**src/rtl/i2c_cmd_pkg.sv**
```systemverilog
package i2c_cmd_pkg;

    typedef enum logic [3:0] {
        ST_IDLE,
        ST_ADDR,
        ST_ACK_A,
        ST_SUB,
        ST_ACK_S,
        ST_DATA,
        ST_ACK_D,
        ST_RD,
        ST_RD_ACK,
        ST_SKIP
    } tgt_state_e;

    typedef struct packed {
        logic scl;
        logic sda;
        logic start;
        logic stop;
        logic rise;
        logic fall;
    } bus_ev_t;

    function automatic logic addr_hit(input logic [7:0] b, input logic [6:0] dev);
        return b[7:1] == dev;
    endfunction

endpackage

```
**src/rtl/i2c_bus_sync.sv**
```systemverilog
module i2c_bus_sync
    import i2c_cmd_pkg::*;
#(
    parameter int SYNC = 2
) (
    input  logic    clk,
    input  logic    rst,
    input  logic    scl_in,
    input  logic    sda_in,
    output bus_ev_t ev
);
    localparam int PW = SYNC + 1;

    logic [PW-1:0] scl_p;
    logic [PW-1:0] sda_p;

    always_ff @(posedge clk) begin
        if (rst) begin
            scl_p <= '1;
            sda_p <= '1;
        end else begin
            scl_p <= {scl_p[PW-2:0], scl_in};
            sda_p <= {sda_p[PW-2:0], sda_in};
        end
    end

    logic scl_s, scl_d, sda_s, sda_d;
    assign scl_s = scl_p[SYNC-1];
    assign scl_d = scl_p[SYNC];
    assign sda_s = sda_p[SYNC-1];
    assign sda_d = sda_p[SYNC];

    always_comb begin
        ev.scl   = scl_s;
        ev.sda   = sda_s;
        ev.start = scl_s && scl_d && sda_d && !sda_s;
        ev.stop  = scl_s && scl_d && !sda_d && sda_s;
        ev.rise  = scl_s && !scl_d;
        ev.fall  = !scl_s && scl_d;
    end
endmodule

```
**src/rtl/i2c_cmd_fsm.sv**
```systemverilog
module i2c_cmd_fsm
    import i2c_cmd_pkg::*;
#(
    parameter logic [6:0] DEV_ADDR = 7'h09,
    parameter int         NREG     = 4,
    parameter int         DW       = 8
) (
    input  logic                 clk,
    input  logic                 rst,
    input  bus_ev_t              ev,
    input  logic [DW-1:0]        status_in,
    output logic                 sda_oe,
    output logic                 wr_en,
    output logic [((NREG > 1) ? $clog2(NREG) : 1)-1:0] wr_idx,
    output logic [DW-1:0]        wr_data,
    output logic                 commit
);
    localparam int IDX_W = (NREG > 1) ? $clog2(NREG) : 1;
    localparam int CNT_W = $clog2(DW + 1);

    tgt_state_e        state;
    logic [CNT_W-1:0]  bitcnt;
    logic [DW-1:0]     shreg;
    logic [DW-1:0]     txsr;
    logic [IDX_W-1:0]  ptr;
    logic              rw;
    logic              byte_done;

    assign byte_done = ev.fall && (bitcnt == CNT_W'(DW));

    always_ff @(posedge clk) begin
        if (rst) begin
            state  <= ST_IDLE;
            bitcnt <= '0;
            shreg  <= '0;
            txsr   <= '0;
            ptr    <= '0;
            rw     <= 1'b0;
        end else if (ev.start) begin
            state  <= ST_ADDR;
            bitcnt <= '0;
        end else if (ev.stop) begin
            state  <= ST_IDLE;
        end else begin
            case (state)
                ST_ADDR, ST_SUB, ST_DATA: begin
                    if (ev.rise && bitcnt < CNT_W'(DW)) begin
                        shreg  <= {shreg[DW-2:0], ev.sda};
                        bitcnt <= bitcnt + 1'b1;
                    end else if (byte_done) begin
                        bitcnt <= '0;
                        if (state == ST_ADDR) begin
                            rw    <= shreg[0];
                            state <= addr_hit(shreg, DEV_ADDR) ? ST_ACK_A : ST_SKIP;
                        end else if (state == ST_SUB) begin
                            ptr   <= shreg[IDX_W-1:0];
                            state <= ST_ACK_S;
                        end else begin
                            state <= ST_ACK_D;
                        end
                    end
                end
                ST_ACK_A: if (ev.fall) begin
                    if (rw) begin
                        txsr   <= status_in;
                        bitcnt <= '0;
                        state  <= ST_RD;
                    end else begin
                        state  <= ST_SUB;
                    end
                end
                ST_ACK_S: if (ev.fall) state <= ST_DATA;
                ST_ACK_D: if (ev.fall) state <= ST_SKIP;
                ST_RD: if (ev.fall) begin
                    if (bitcnt == CNT_W'(DW - 1)) begin
                        state <= ST_RD_ACK;
                    end else begin
                        txsr   <= {txsr[DW-2:0], 1'b0};
                        bitcnt <= bitcnt + 1'b1;
                    end
                end
                ST_RD_ACK: if (ev.fall) state <= ST_SKIP;
                default: ;
            endcase
        end
    end

    always_comb begin
        case (state)
            ST_ACK_A, ST_ACK_S, ST_ACK_D: sda_oe = 1'b1;
            ST_RD:                        sda_oe = ~txsr[DW-1];
            default:                      sda_oe = 1'b0;
        endcase
    end

    assign wr_en   = (state == ST_DATA) && byte_done && !ev.start && !ev.stop;
    assign wr_idx  = ptr;
    assign wr_data = shreg;
    assign commit  = ev.stop;

    AST_SDA_STILL_SCL_HIGH: assert property (@(posedge clk) disable iff (rst)
        (ev.scl && $past(ev.scl)) |-> $stable(sda_oe)) else $error("sda drive moved with SCL high");

    AST_WRITE_THEN_ACK: assert property (@(posedge clk) disable iff (rst)
        wr_en |=> sda_oe) else $error("stored byte not acknowledged");
endmodule

```
**src/rtl/i2c_cmd_regbank.sv**
```systemverilog
module i2c_cmd_regbank #(
    parameter int NREG = 4,
    parameter int DW   = 8
) (
    input  logic                 clk,
    input  logic                 rst,
    input  logic                 clr,
    input  logic                 wr_en,
    input  logic [((NREG > 1) ? $clog2(NREG) : 1)-1:0] wr_idx,
    input  logic [DW-1:0]        wr_data,
    input  logic                 commit,
    output logic [NREG-1:0][DW-1:0] cmd_q
);
    localparam int IDX_W = (NREG > 1) ? $clog2(NREG) : 1;

    logic [DW-1:0] hold [NREG];
    logic [DW-1:0] cmd  [NREG];
    logic [NREG-1:0][DW-1:0] hold_v;

    for (genvar g = 0; g < NREG; g++) begin : g_reg
        always_ff @(posedge clk) begin
            if (rst || clr) begin
                hold[g] <= '0;
                cmd[g]  <= '0;
            end else begin
                if (wr_en && wr_idx == IDX_W'(g)) hold[g] <= wr_data;
                if (commit)                       cmd[g]  <= hold[g];
            end
        end
        assign cmd_q[g]  = cmd[g];
        assign hold_v[g] = hold[g];
    end

    AST_CMD_ONLY_ON_COMMIT: assert property (@(posedge clk) disable iff (rst)
        (!commit && !clr) |=> $stable(cmd_q)) else $error("command moved without STOP");

    AST_COMMIT_MATCHES_HOLD: assert property (@(posedge clk) disable iff (rst)
        (commit && !clr && !wr_en) |=> (cmd_q == hold_v)) else $error("commit mismatch");

    AST_CLEAR_ZEROES: assert property (@(posedge clk) disable iff (rst)
        clr |=> (cmd_q == '0 && hold_v == '0)) else $error("clear left data");
endmodule

```
**src/rtl/i2c_cmd_target.sv**
```systemverilog
module i2c_cmd_target
    import i2c_cmd_pkg::*;
#(
    parameter logic [6:0] DEV_ADDR = 7'h09,
    parameter int         NREG     = 4,
    parameter int         DW       = 8,
    parameter int         SYNC     = 2
) (
    input  logic                    clk,
    input  logic                    rst,
    input  logic                    clr,
    input  logic                    scl_in,
    input  logic                    sda_in,
    input  logic [DW-1:0]           status_in,
    output logic                    sda_oe,
    output logic [NREG-1:0][DW-1:0] cmd_q
);
    localparam int IDX_W = (NREG > 1) ? $clog2(NREG) : 1;

    bus_ev_t          ev;
    logic             wr_en;
    logic [IDX_W-1:0] wr_idx;
    logic [DW-1:0]    wr_data;
    logic             commit;

    i2c_bus_sync #(.SYNC(SYNC)) u_sync (
        .clk    (clk),
        .rst    (rst),
        .scl_in (scl_in),
        .sda_in (sda_in),
        .ev     (ev)
    );

    i2c_cmd_fsm #(.DEV_ADDR(DEV_ADDR), .NREG(NREG), .DW(DW)) u_fsm (
        .clk       (clk),
        .rst       (rst),
        .ev        (ev),
        .status_in (status_in),
        .sda_oe    (sda_oe),
        .wr_en     (wr_en),
        .wr_idx    (wr_idx),
        .wr_data   (wr_data),
        .commit    (commit)
    );

    i2c_cmd_regbank #(.NREG(NREG), .DW(DW)) u_bank (
        .clk     (clk),
        .rst     (rst),
        .clr     (clr),
        .wr_en   (wr_en),
        .wr_idx  (wr_idx),
        .wr_data (wr_data),
        .commit  (commit),
        .cmd_q   (cmd_q)
    );
endmodule

```
**config.mk**
```make
export PLATFORM = sky130hd
export DESIGN_NAME = i2c_cmd_target
export DESIGN_NICKNAME = d
export VERILOG_FILES = /design/src/rtl/i2c_cmd_pkg.sv /design/src/rtl/i2c_bus_sync.sv /design/src/rtl/i2c_cmd_fsm.sv /design/src/rtl/i2c_cmd_regbank.sv /design/src/rtl/i2c_cmd_target.sv
export SDC_FILE = /design/constraint.sdc
export NUM_CORES = 1
export LEC_CHECK = 0
export BUFFER_PORTS_ARGS = -buffer_cell sky130_fd_sc_hd__buf_2
export CAP_MARGIN = 20
export CELL_PAD_IN_SITES_DETAIL_PLACEMENT = 1
export CELL_PAD_IN_SITES_GLOBAL_PLACEMENT = 1
export CORE_MARGIN = 2
export CORE_UTILIZATION = 40
export DETAILED_ROUTE_END_ITERATION = 6
export PLACE_DENSITY_LB_ADDON = 0.1
export SLEW_MARGIN = 30
export SYNTH_ARGS = -nofsm -noshare
export SYNTH_HDL_FRONTEND = slang
export SYNTH_SLANG_ARGS = --single-unit
```
**constraint.sdc**
```tcl
create_clock -name clk -period 2.3 [get_ports clk]
set_input_delay 0.345 -clock clk [delete_from_list [all_inputs] [get_ports clk]]
set_output_delay 0.345 -clock clk [all_outputs]
set_load 0.1 [all_outputs]
```
==> impl_metrics.csv <==
group,metric,value,unit
setup_path,cpLargestDelayFamily,"simple AND/OR/NAND/NOR gates",
setup_path,path_class,"flop to flop",
clocking,path_clk_slew,0.09,ns
logic_synthesis,netlist.area_leader.share,0.470,
setup_path,crit_chain,"nor2b_1 > and3_1 > nand4_1 > nor2_1 > and2_1",
route,via_count,2622,
global_route,gr-total-overflow,0,
sta,period_needed,2.08,ns
clocking,clockBufferDepth,2,
floorplanning,die_y,105,um
power,powerDensity,921,nW/um^2
finish,drive_gt1_frac,0.239,
floorplanning,row_count,36,
route,detail-route-antenna-nets,0,
logic_synthesis,synth.largest_area_cell,"edfxtp_1",
setup_path,max_stage_delay,0.43,ns
logic_synthesis,synth_area_per_cell,12.2,sq um
clocking,clock_latency,0.36,ns
route,via_per_inst,4.95,
logic_synthesis,ys_ff_latch,97,
power,ir_drop,0.000480,V
floorplanning,die_w,105,um
floorplanning,core_area,9860,sq um
logic_synthesis,synth_area_leaders,"edfxtp_1 47%, dfxtp_1 16%, and2_1 10%, mux2i_1 4.2%, nor2_1 2.5%",
global_route,track_usage,0.147,
flow_run,drv_cap,0,
sta,max-slew-margin-rel,0.666,
setup_path,worstPathRequired,2.53,ns
sta,grt_setup_unrepaired,"yes",
setup_path,cp_num_buf_inv,0,
logic_synthesis,synth_enable_flop_cells,64,
sta,tightest_slew,0.495,ns
route,drc_errors,0,
sta,setup_violations,0,
setup_path,cp.arrival,2.31,ns
global_route,grt_pass1_wl,12600,um
global_route,antenna_found_initial,0,
logic_synthesis,synthArstFlopShare,0,
clocking,clock-sinks,97,
sta,skew,0.00844,ns
power,p_leak,1.96,nW
setup_path,endpoint_kind,"flop",
floorplanning,initial_utilization,0.415,
sta,slew_viol_final,0,
global_route,grt_max_degree,33,
logic_synthesis,synth_nets,349,
logic_synthesis,synthTopCellsByCount,"67 x and2_1, 64 x edfxtp_1, 33 x dfxtp_1",
clocking,htree_levels,3,
global_route,grt_pass1_vias,2534,
finish,layout.nets,407,
route,wl_per_cell,14.9,um
finish,final_util,0.483,
worst_hold_path,hold_path.class,"input port to flop",
clocking,cts_buffers,9,
finish,num_antenna_cells,0,
placement,hpwlAfterDp,5540,um
route,drt-total-wl,7900,um
floorplanning,fp.dieArea,11100,sq um
route,first_pass_iters,4,
placement,port-buffer-count,45,
finish,area_growth_syn_to_layout,16.4,%
logic_synthesis,yosysMostFrequentCell,"and2_1",
setup_path,crit_slowest_cell,"nor2b_1",
sta,fmax,480,MHz
route,drt-initial-drc-count,33,
sta,period_share,0.906,
logic_synthesis,synthFlopType,"edfxtp_1",
setup_path,start_kind,"flop",
logic_synthesis,synth.distinct_cells,45,
logic_synthesis,ys_seq_area_frac,0.631,
logic_synthesis,yosys_warnings,0,
outcome,run_status,"finished clean",
sta,setup-tns-final,0,ns
logic_synthesis,synthCells,334,
sta,finalHoldViolCount,0,
clocking,cts_tree,"yes",
clocking,cts-root-buf,"clkbuf_8",
sta,timing.hold.ws,0.162,ns
placement,place.gp.congestion,0.787,
floorplanning,ioPinCount,46,
logic_synthesis,synthesis.area,4090,sq um
setup_path,cp_max_fo,8,
[stage by stage]
step	total power, mW	std cells	area (sq um)	worst slack [ns]
after global routing	4.60	530	4760	-0.0118
after detailed placement	3.22	514	4530	0.258
after CTS	4.43	530	4750	0.0157
after global placement	3.20	514	4530	0.315
final	4.39	530	4760	0.216
after floorplan	3.00	334	4090	0.198
[power by group]
part | total, mW | switching, mW | leakage (nW) | internal, mW
sequential | 2.07 | 0.103 | 0.983 | 1.97
combinational | 1.11 | 0.759 | 0.869 | 0.356
clock | 1.20 | 0.581 | 0.107 | 0.617
[sequential cells by signal, indices dropped and copies added (netlist names)]
signal	flops
u_fsm.txsr	8
u_fsm.rw	1
u_fsm.wr_idx	2
u_fsm.wr_data	8
u_sync.sda_p	3
u_fsm.bitcnt	4
u_bank.hold	32
u_fsm.state	4
u_sync.scl_p	3
u_bank.cmd	32
[cells by family after synthesis]
group | Yosys count | synth area share
adder cells (fa/ha/maj) | 2 | 0.00612
buffers and inverters | 15 | 0.0177
XOR/XNOR | 1 | 0.00214
flip-flops | 97 | 0.631
AND/OR/NAND/NOR | 155 | 0.221
multiplexers | 17 | 0.0416
AO/OA/AOI/OAI | 47 | 0.0795
[layer usage]
metal  share of wire  wire (um)  vias to the layer above  GRT usage
met2            0.52       4140                       39      0.269
met1            0.44       3450                     1257      0.167
li1                -          -                     1314          -
met4           0.015        116                        0     0.0667
met3           0.025        199                       12     0.0250
met5               0          0                        -          0
[path summary, 6_finish.rpt]
path,to,depth (start not counted),start,slack (ns)
max,u_bank.hold[1][4],5,u_sync.scl_p[2],0.22
min,u_sync.sda_p[0],2,sda_in,0.16
max reg2reg,u_bank.hold[1][4],5,u_sync.scl_p[2],0.22
min reg2reg,u_sync.sda_p[1],1,u_sync.sda_p[0],0.42
[timing repair]
action / in CTS / in global routing
setup endpoints to repair: 0 / 4
hold buffers: 0 / 0
setup buffers: 0 / 0
gates resized for setup: 0 / 3
[final cells by class]
cell class / instances / area [sq um]
fillers: 1062 / 5100
inverters: 3 / 11.3
flip-flops and latches: 97 / 2580
repair buffers: 59 / 333
clock inverters: 6 / 90.1
clock buffers: 10 / 128
well taps: 133 / 166
multi-input cells: 222 / 1450
[placed cells by master, fill, tap and decap left out, types with 3 or more instances in the layout]
master,count
and2_1,67
edfxtp_1,64
buf_2,44
dfxtp_1,32
nor2_1,27
mux2i_1,17
buf_4,14
nand2_1,12
o21ai_0,11
or2_2,9
clkbuf_8,9
a21oi_1,8
a211oi_1,8
nand2b_1,5
nor2b_1,5
nand4_1,4
nor3_1,4
a31oi_1,4
inv_1,3
nand3_1,3
nor3b_1,3
Power figures use the tool's default switching activity.
